==> config.mk <==
export PLATFORM = sky130hd
export DESIGN_NAME = sleep_ctl
export DESIGN_NICKNAME = d
export VERILOG_FILES = /design/src/rtl/sleep_pkg.sv /design/src/rtl/sleep_mode_decode.sv /design/src/rtl/sleep_wake_detect.sv /design/src/rtl/sleep_halt_timer.sv /design/src/rtl/sleep_ctl.sv
export SDC_FILE = /design/constraint.sdc
export NUM_CORES = 1
export LEC_CHECK = 0
export BUFFER_PORTS_ARGS = -buffer_cell sky130_fd_sc_hd__buf_2
export CELL_PAD_IN_SITES_DETAIL_PLACEMENT = 0
export CELL_PAD_IN_SITES_GLOBAL_PLACEMENT = 1
export CORE_MARGIN = 2
export CORE_UTILIZATION = 29
export DETAILED_ROUTE_END_ITERATION = 12
export MAX_ROUTING_LAYER = met4
export PLACE_DENSITY = 0.82
export SKIP_LAST_GASP = 1
export SYNTH_ARGS = -nofsm -noshare
export SYNTH_HDL_FRONTEND = slang
export SYNTH_SLANG_ARGS = --single-unit
export TNS_END_PERCENT = 5
==> constraint.sdc <==
create_clock -name clk -period 2.1 [get_ports clk]
set_input_delay 0.525 -clock clk [delete_from_list [all_inputs] [get_ports clk]]
set_output_delay 0.525 -clock clk [all_outputs]
set_load 0.02 [all_outputs]
==> src/rtl/sleep_pkg.sv <==
package sleep_pkg;
    localparam int NDOM = 4;

    typedef enum logic [1:0] {
        ST_ACTIVE  = 2'd0,
        ST_SLEEP   = 2'd1,
        ST_STARTUP = 2'd2,
        ST_HALT    = 2'd3
    } slp_state_t;

    typedef struct packed {
        logic [NDOM-1:0] run_mask;  // bit0 cpu, bit1 io, bit2 converter, bit3 async timer
        logic            osc_keep;  // oscillator stays on while asleep
        logic            bod_ok;    // brown-out detector may be turned off
    } mode_attr_t;
endpackage

==> src/rtl/sleep_mode_decode.sv <==
module sleep_mode_decode
    import sleep_pkg::*;
(
    input  logic [2:0] code,
    output mode_attr_t attr
);
    always_comb begin
        unique case (code)
            3'd1:    attr = '{run_mask: 4'b1100, osc_keep: 1'b1, bod_ok: 1'b0};
            3'd2:    attr = '{run_mask: 4'b0000, osc_keep: 1'b0, bod_ok: 1'b1};
            3'd3:    attr = '{run_mask: 4'b1000, osc_keep: 1'b0, bod_ok: 1'b1};
            3'd6:    attr = '{run_mask: 4'b0000, osc_keep: 1'b1, bod_ok: 1'b1};
            3'd7:    attr = '{run_mask: 4'b1000, osc_keep: 1'b1, bod_ok: 1'b1};
            default: attr = '{run_mask: 4'b1110, osc_keep: 1'b1, bod_ok: 1'b0}; // 0, 4, 5
        endcase
    end
endmodule

==> src/rtl/sleep_wake_detect.sv <==
module sleep_wake_detect #(
    parameter int N_IRQ = 8
) (
    input  logic [N_IRQ-1:0] irq_req,
    input  logic [N_IRQ-1:0] irq_en,
    input  logic             rst_req,
    output logic             wake,
    output logic             cause_rst
);
    logic irq_hit;

    always_comb begin
        irq_hit   = |(irq_req & irq_en);
        wake      = rst_req | irq_hit;
        cause_rst = rst_req;
    end
endmodule

==> src/rtl/sleep_halt_timer.sv <==
module sleep_halt_timer #(
    parameter int HALT_CYCLES = 4
) (
    input  logic clk,
    input  logic rst_n,
    input  logic run,
    output logic last
);
    localparam int CW = (HALT_CYCLES > 1) ? $clog2(HALT_CYCLES) : 1;
    localparam logic [CW-1:0] LAST_VAL = CW'(HALT_CYCLES - 1);

    logic [CW-1:0] cnt_q;

    always_ff @(posedge clk) begin
        if (!rst_n || !run) cnt_q <= '0;
        else                cnt_q <= cnt_q + 1'b1;
    end

    always_comb last = run && (cnt_q == LAST_VAL);
endmodule

==> src/rtl/sleep_ctl.sv <==
module sleep_ctl
    import sleep_pkg::*;
#(
    parameter int N_IRQ       = 8,
    parameter int HALT_CYCLES = 4
) (
    input  logic             clk,
    input  logic             rst_n,
    input  logic             sleep_en,
    input  logic [2:0]       mode_sel,
    input  logic             sleep_strobe,
    input  logic             bod_off_req,
    input  logic [N_IRQ-1:0] irq_req,
    input  logic [N_IRQ-1:0] irq_en,
    input  logic             ext_rst_req,
    input  logic             osc_ready,
    output logic [NDOM-1:0]  clk_en,
    output logic             osc_en,
    output logic             core_halt,
    output logic             bod_disable,
    output logic             wake_cause,
    output logic             resume_go,
    output logic [1:0]       status
);
    slp_state_t state_q, state_d;
    logic [2:0] mode_q;
    logic       bod_q;
    logic       cause_q;
    logic       go_q;
    mode_attr_t attr;
    logic       wake, wake_rst, halt_last;

    sleep_mode_decode u_dec (.code(mode_q), .attr(attr));

    sleep_wake_detect #(.N_IRQ(N_IRQ)) u_wake (
        .irq_req(irq_req), .irq_en(irq_en), .rst_req(ext_rst_req),
        .wake(wake), .cause_rst(wake_rst)
    );

    sleep_halt_timer #(.HALT_CYCLES(HALT_CYCLES)) u_halt (
        .clk(clk), .rst_n(rst_n), .run(state_q == ST_HALT), .last(halt_last)
    );

    // next state
    always_comb begin
        state_d = state_q;
        unique case (state_q)
            ST_ACTIVE:  if (sleep_strobe && sleep_en) state_d = ST_SLEEP;
            ST_SLEEP:   if (wake) state_d = attr.osc_keep ? ST_HALT : ST_STARTUP;
            ST_STARTUP: if (osc_ready) state_d = ST_HALT;
            ST_HALT:    if (halt_last) state_d = ST_ACTIVE;
        endcase
    end

    // state register and captured context
    always_ff @(posedge clk) begin
        if (!rst_n) begin
            state_q <= ST_ACTIVE;
            mode_q  <= 3'd0;
            bod_q   <= 1'b0;
            cause_q <= 1'b1;
            go_q    <= 1'b0;
        end else begin
            state_q <= state_d;
            go_q    <= (state_q == ST_HALT) && halt_last;
            if (state_q == ST_ACTIVE && sleep_strobe && sleep_en) begin
                mode_q <= mode_sel;
                bod_q  <= bod_off_req;
            end
            if (state_q == ST_SLEEP && wake) cause_q <= wake_rst;
        end
    end

    // outputs, from registered state only
    always_comb begin
        clk_en      = {NDOM{1'b1}};
        osc_en      = 1'b1;
        bod_disable = 1'b0;
        unique case (state_q)
            ST_ACTIVE:  ;
            ST_SLEEP: begin
                clk_en      = attr.run_mask;
                osc_en      = attr.osc_keep;
                bod_disable = bod_q && attr.bod_ok;
            end
            ST_STARTUP: clk_en = attr.run_mask;
            ST_HALT:    ;
        endcase
        core_halt  = (state_q != ST_ACTIVE);
        wake_cause = cause_q;
        resume_go  = go_q;
        status     = state_q;
    end
endmodule

Word level (Yosys, flattened, before mapping)
Index checks and enable logic that the tools add are counted.

Register bits after elaboration: 10. Latch bits: 0. Memory bits (writable): 0. Memory bits (read-only): 0. Input bits: 26. Output and inout port bits: 11. Word-level logic and storage cells: 47. Memories kept: 0.

$add $sub $neg: 1. Multiply operators: 0. Divide/modulo/power cells: 0. $lt $le $gt $ge: 0. Eq/ne operators: 13. Shifts and indexed selects: 0. Muxes and demuxes: 10. Bitwise logic cells: 2. Reduce and logical (&&, ||, !) cells: 15.

Operator list (count): $pmux W6 S5 (1); $and A8 B8 Y8 (1); $mux W2 (4); $ne A2 B2 Y1 const B (4); $pmux W2 S4 (1); $reduce_or A8 Y1 (1); $logic_and A1 B1 Y1 (7); $eq A2 B2 Y1 const B (3); $eq A3 B2 Y1 const B (2); $eq A3 B3 Y1 const B (2); $mux W4 (1); $reduce_and A4 Y1 (1); $eq A3 B1 Y1 const B (1); $mux W1 (3); $add A2 B1 Y2 const B (1); $eq A2 B1 Y1 const B (1); $logic_not A1 Y1 (2); $logic_not A2 Y1 (1); $reduce_bool A2 Y1 (1); $reduce_or A2 Y1 (1); $logic_or A1 B1 Y1 (1); $or A1 B1 Y1 (1).

Longest topological paths before layout
Gate-level depths: netlist of run 1.

Depth in word-level cells: 5. Gate-level depth with buffers: 6. Gate-level depth less buffers: 6.

Modules after synthesis
Synthesis of run 1 repeated with hierarchy kept, for this count alone.

Cells, all modules: 71. Area total of the unflattened synthesis: 673.1 µm².

Modules (own cells, without submodules): sleep_ctl (times used 1, cells an instance 51, area each 508.0 µm², seq. area each 160.2 µm²); sleep_halt_timer (times used 1, cells an instance 6, area each 76.3 µm², seq. area each 40.0 µm²); sleep_wake_detect (times used 1, cells an instance 6, area each 51.3 µm², seq. area each 0.0 µm²); sleep_mode_decode (times used 1, cells an instance 8, area each 37.5 µm², seq. area each 0.0 µm²).

Worst setup path before layout of run 1
Ideal clock, no wire load.

Kind: register -> output. Start: reg state_q[0], in the netlist status[0]. End: out clk_en[3]. Arrival time: 1480 ps. Required time: 1575 ps. Setup slack: 95 ps. Stages on the path, launching flop included: 5. Buffers on the path: 0. Path through: dfxtp_1 inv_1 ha_1 nand2_1 or2_2.

Longest elaborated chain between the ends: 3. Elaborated cells on any way between the ends: 4. Classes of those cells: 2 x eq/ne; 1 x mux; 1 x reduce/logical.

Ends and longest elaborated chain: start: declaration (RTL line sleep_ctl.sv:25) `slp_state_t state_q, state_d;`; start signal: assignment (RTL line sleep_ctl.sv:64) `state_q <= state_d;`; $eq A2 B1 Y1 / $eq A2 B2 Y1 (equally long branches) (RTL line sleep_ctl.sv:79) `unique case (state_q)`; $reduce_or A2 Y1 (no source line) (*); $mux W4 (*) (RTL line sleep_ctl.sv:79); end: declaration (RTL line sleep_ctl.sv:17) `output logic [NDOM-1:0] clk_en,`.

Every way passes the cells marked *; elsewhere a longest branch is shown, timed or not.

Worst setup path in the final report of run 1
Start: reg state_q[1], in the netlist status[1]. End: out clk_en[3].

Same word-level chain as after synthesis.

==> run metrics, run 1 <==
status=complete, no violations; Placer Congestion=0.7066; Initial DRT Pass Iterations=4; average size of a mapped cell=8.964 sq um; clock sinks=10; minimum clock period=2010 ps; Post-Syn Nets=92; Rows=15; Die Wd=47.42 um; Multi-input gate area=332.8 sq um; htree depth=1; ant diodes=0; residual overflow from global routing=0; Lkg Pwr=0.4233 nW; part of the Yosys area used for sequential elements=0.3661; Mapped Cells=61; largest cells by area after synthesis=dfxtp_1 37%, ha_1 11%, mux2i_1 9.2%, inv_1 4.8%, nand2_1 4.8%; Clock Latency Late Sink=270 ps; Worst path max stage delay=360 ps; Worst EP required=1570 ps; relative slew slack=0.7489; Critical Path Start Type=flip-flop; Core Box Area=0.001745 sq mm; drt initial violations=5; slowest cell on the critical path=dfxtp_2; final core utilization=0.4652; cell area after synthesis=546.8 sq um; Synth-to-Final Area Change=48.51%; final setup vio count=0; pwr dens=1041 mW/mm^2; crit path DAT=1490 ps; gr usage total=0.1335; die area=0.002249 sq mm; final hold viol count=0; first-pass GRT wire length=1966 um; worst hold path class=reg2reg; unrepaired setup endpoints after global routing=no; Crit Path Category=reg2out; CP Cell Sequence=inv_1 > ha_4 > nand2_1 > or2_2 > buf_2; Via density=4.698; max-slew violations=0; crit-path leading delay family=flip-flops; largest area contributor in the netlist=dfxtp_1; Initial Util=0.3133; Final Cycle Share=0.9572; CTS root buf=clkbuf_4; Worst Path Buf+Inv=2; CP Max Fanout=5; Max Cap Viol=0; Yosys cell types=22; Reg area=205.2 sq um; HPWL Detailed=1080 um; final WL=1346 um; Worst Max-Slew Pin Slew=376.6 ps; CTS Buf Count=3; Final nets=133; initial antenna violation count=0; number of fill cells=181; Peak Freq=497.5 MHz; via count=592; WHS=420.4 ps; CTS Buffer Depth=2; post-route setup TNS=0 ps; largest net degree at the start of global routing=7; Setup crit end kind=primary output; worst vdd ir=0.6533 mV; Wirelength per Cell=10.68 um; vias in the first global route=490; flops & latches, synth=10; port bufs=36; post-synth top area share=0.3661; I/O pin cnt=37; Setup WS post-layout=89.85 ps; Worst-path clk slew=60 ps; dpl ws=201.6 ps; number of remaining DRC errors=0; DIE HEIGHT=47.42 um; synth warn=0; TritonCTS clock tree=done; Detail Route Antenna Nets=0; share of cells above drive strength 1=0.4752; Clock Skew=5.239 ps
-- final timing paths --
| kind | start | endpoint | slack (ps) | cells after the start |
|---|---|---|---|---|
| worst max-delay path | status[1] | clk_en[3] | 90 | 5 |
| worst max register to register | status[0] | status[1] | 570 | 5 |
| worst min-delay path | u_halt.cnt_q[0] | u_halt.cnt_q[0] | 420 | 1 |
| worst min register to register | u_halt.cnt_q[0] | u_halt.cnt_q[0] | 420 | 1 |
-- per-layer routing --
layer | global-route usage | share of wire | vias up
met2 | 0.2108 | 0.44 | 33
met5 | - | 0 | -
met4 | 0.1000 | 0.020 | 0
met1 | 0.1445 | 0.43 | 259
li1 | - | - | 296
met3 | 0.03019 | 0.12 | 4
-- metrics by stage --
stage	power (W)	area, sq um	std cells
after global routing	0.0009098	812.0	126
after detailed placement	0.0006435	758.2	122
after global placement	0.0006411	758.2	122
after CTS	0.0008492	809.5	126
after floorplan	0.0005210	546.8	61
final	0.0008453	812.0	126
-- cell families after synthesis --
family,after synthesis,synth area share
buffers and inverters,7,0.04806
muxes,5,0.09154
AOI/OAI and AO/OA,12,0.1876
DFF,10,0.3661
adders and majority gates,5,0.1144
and+or+nand+nor,22,0.1922
-- repair_timing --
action	in CTS	in global routing
endpoints found under the setup margin	1	1
resized for setup	3	2
buffers inserted	0	0
hold buffers	0	0
-- synth_stat cells --
cell	instances
a222oi_1	2
a22oi_1	2
nor2b_1	2
ha_1	5
a221o_1	1
o31ai_2	1
a21bo_2	1
mux2i_1	5
and3_1	2
o221ai_1	1
and3_2	1
nor2_1	6
dfxtp_1	10
o2111ai_1	1
a21oi_1	1
o21a_1	1
nand3_1	2
nand2_1	7
or2_2	1
nand3b_1	1
o21ai_0	1
inv_1	7
-- cells in the final DEF (no fill, tap or decap), types with 2 or more instances in the layout --
cell,n
clkbuf_4,3
inv_1,6
a22oi_1,2
and3_1,2
nor2b_1,2
ha_1,4
nand3_1,2
dfxtp_1,8
nand2_1,7
nor2_1,6
buf_2,36
mux2i_1,5
a222oi_1,2
-- area by class of cell --
cell class                 instances  area share
multi-input combinational         44      0.4099
tap                               25     0.03852
inverter                           7     0.03236
clock buffer                       4     0.04468
timing repair buffer              36      0.2219
sequential                        10      0.2527
-- report_power, final --
part	leakage [nW]	switching, W	internal [W]
logic	0.320	0.000231	0.000180
registers	0.0826	0.0000325	0.000229
clock network	0.0210	0.0000676	0.000105
-- flip-flops by register name, indices dropped and copies added (netlist names) --
register,cells
mode_q,3
status,2
u_halt.cnt_q,2
bod_q,1
resume_go,1
wake_cause,1
Power figures use the tool's default switching activity.
==> run 2: changes to the inputs <==
Settings changed: ABC_AREA from default to 1, CORE_UTILIZATION 29 to 28.
==> run metrics, run 2 <==
Setup crit end kind=primary output; clock power share=0.208 (+0.003); commonest non-fill, non-tap cell in the layout=buf_2; Reg area=200.2 sq um (-2.4%); Die Wd=49.29 um (+3.9%); drt initial violations=4 (-1); final hold viol count=0 (unchanged); cell area after placement=788.3 sq um (+4.0%); status=complete, no violations; Comb pwr share=0.482 (-0.004); part of the Yosys area used for sequential elements=0.3486 (-0.01755); ys flop type=dfxtp_1; Detail Route Antenna Nets=0 (unchanged); Int Power=0.0004834 W (-6.0%); via count=614 (+3.7%); Mapped Cells=84 (+38%); post-route cell area=824.5 sq um (+1.5%); Yosys cell types=15 (-32%); gr usage total=0.1289 (-0.004610); Placer Congestion=0.6715 (-5.0%); pwr dens=1024 mW/mm^2 (-1.6%); final setup vio count=0 (unchanged); die area=0.002430 sq mm (+8.0%); slowest cell on the critical path=dfxtp_1; synth warn=0 (unchanged); largest cells by area after synthesis=dfxtp_1 35%, nand2_1 14%, ha_1 11%, inv_1 7.8%, a21oi_1 6.1%; I/O pin cnt=37 (unchanged); sw power=0.0003610 W (+9.1%); Critical Path End=clk_en[3]; relative slew slack=0.8217 (+0.07272); share of cells above drive strength 1=0.3952 (-0.08009); largest area contributor in the netlist=dfxtp_1; port bufs=36 (unchanged); minimum clock period=1953 ps (-56.76 ps); vias in the first global route=595 (+21%); Multi-input gate area=317.8 sq um (-4.5%); Setup Buffers After CTS=0 (unchanged); Clock Skew=1.718 ps (-3.522 ps); Worst EP required=1570 ps (about the same); Crit Path Category=reg2out; number of flops mapped to enable cells by yosys=0 (unchanged); Rows=16 (+1); Via density=4.066 (-13%); CP Cell Sequence=inv_1 > ha_1 > nand3_1 > buf_2; Wirelength per Cell=8.464 um (-21%); worst-case reg-to-reg path depth=8 (+3); most common library cells after synthesis=21 x nand2_1, 12 x inv_1, 10 x dfxtp_1; crit path DAT=1430 ps (-60 ps); number of fill cells=230 (+27%); max-slew violations=0 (unchanged); post-synthesis async set-or-reset flop share=0 (unchanged); Reg power frac=0.311 (+0.002); Core Box Area=0.001942 sq mm (+11%); Critical Path Start Type=flip-flop; Max Cap Viol=0 (unchanged); most frequent cells in the layout=36 x buf_2, 21 x nand2_1, 12 x inv_1, 10 x dfxtp_1, 7 x a21oi_1; clock sinks=10 (unchanged); Post-Syn Nets=115 (+25%); Most flops, register=mode_q; TritonCTS clock tree=done; CP Max Fanout=7 (+2); average size of a mapped cell=6.837 sq um (-24%); Final nets=156 (+17%); CTS Buffer Depth=2 (unchanged); Final Cycle Share=0.9302 (-0.02703); CTS Buf Count=3 (unchanged); sw frac=0.4276 (+0.03605); r2r setup slk=740 ps (+170 ps); first-pass GRT wire length=2339 um (+19%); Peak Freq=511.9 MHz (+2.9%); Worst Hold Path Cells=1 (unchanged); flops & latches, synth=10 (unchanged); reg2reg end=status[1]; hold buffer count at cts=0 (unchanged); Synth-to-Final Area Change=43.57%; post-route setup TNS=0 ps (unchanged); ant diodes=0 (unchanged); most frequent cell after synthesis=nand2_1; Worst path max stage delay=450 ps (+90 ps); initial antenna violation count=0 (unchanged); min-delay src=u_halt.cnt_q[0]; unrepaired setup endpoints after global routing=no; Worst Max-Slew Pin Slew=266.8 ps (-109.8 ps); CTS root buf=clkbuf_4; Worst path depth=4 (-1); Worst-path clk slew=70 ps (about the same); worst hold path class=reg2reg; post-CTS sizing=0 (-3); largest net degree at the start of global routing=9 (+2); crit-path leading delay family=flip-flops; number of remaining DRC errors=0 (unchanged); Clock Latency Late Sink=270 ps (about the same); DIE HEIGHT=49.29 um (+3.9%); worst vdd ir=0.6025 mV (-7.8%); critical path launch point=status[0]; Lkg Pwr=0.4286 nW (+1.3%); Worst Path Buf+Inv=2 (unchanged); htree depth=1 (unchanged); Initial Util=0.2957 (-0.01751); HPWL Detailed=1067 um (-1.2%); max reg flops=3 (unchanged); final WL=1278 um (-5.1%); Initial DRT Pass Iterations=3 (-1); cell area after synthesis=574.3 sq um (+5.0%); post-synth top area share=0.3486 (-0.01755); Reg-to-Reg Start=status[0]; residual overflow from global routing=0 (unchanged)
-- run 2: changes by cell type after synthesis, sizes merged, moves of 2 or more --
cell / delta
nand2: +14
inv: +8
a21oi: +7
o21ai: +6
mux2i: -5
nor2: +4
and3: -3
nand3: +3
a222oi: -2
a22oi: -2
nor2b: -2
-- run 2: worst min-delay path by stage --
stage | end
floorplan | u_halt.cnt_q[0]
global placement | u_halt.cnt_q[0]
detailed placement | u_halt.cnt_q[0]
CTS | u_halt.cnt_q[0]
global route | u_halt.cnt_q[0]
finish | u_halt.cnt_q[0]
-- run 2: per-stage QoR --
| step | total power [W] | util | std cells | hold WS, ps | setup slack [ps] |
|---|---|---|---|---|---|
| finish | 0.0008444 | 0.4246 | 151 | 427.7 | 146.6 |
| global route | 0.0009305 | 0.4246 | 151 | 453.9 | 15.39 |
| CTS | 0.0008585 | 0.4246 | 151 | 432.2 | 140.7 |
| detailed placement | 0.0006793 | 0.4059 | 147 | 421.7 | 441.1 |
| global placement | 0.0006764 | 0.4059 | 147 | 413.2 | 477.1 |
| floorplan | 0.0005523 | - | 84 | 399.0 | 246.8 |
-- run 2: final cells by class --
cell class | count | area share
Clock buffer | 4 | 0.04401
Inverter | 15 | 0.06829
Multi-Input combinational cell | 59 | 0.3854
Sequential cell | 10 | 0.2428
Tap cell | 27 | 0.04097
Timing Repair Buffer | 36 | 0.2185
-- run 2: metal layers --
metal / share of wire / wire [um] / vias to the layer above / GRT usage
li1: - / - / 346 / -
met1: 0.46 / 593 / 243 / 0.1313
met2: 0.45 / 573 / 20 / 0.2207
met3: 0.059 / 75 / 5 / 0.03681
met4: 0.028 / 36 / 0 / 0.07143
met5: 0 / 0 / - / -
-- run 2: cells by family after synthesis --
kind of cell	after synthesis	synth area share
flip-flops	10	0.3486
adder cells (fa/ha/maj)	5	0.1089
AO/OA/AOI/OAI	16	0.1503
buffers and inverters	15	0.09803
AND/OR/NAND/NOR	38	0.2941
-- run 2: power groups by stage --
stage	registers (W)	logic, W	clock network (W)
global placement	0.000265	0.000412	0
global route	0.000270	0.000466	0.000195
finish	0.000262	0.000407	0.000175
detailed placement	0.000267	0.000412	0
floorplan	0.000288	0.000264	0
CTS	0.000263	0.000413	0.000182
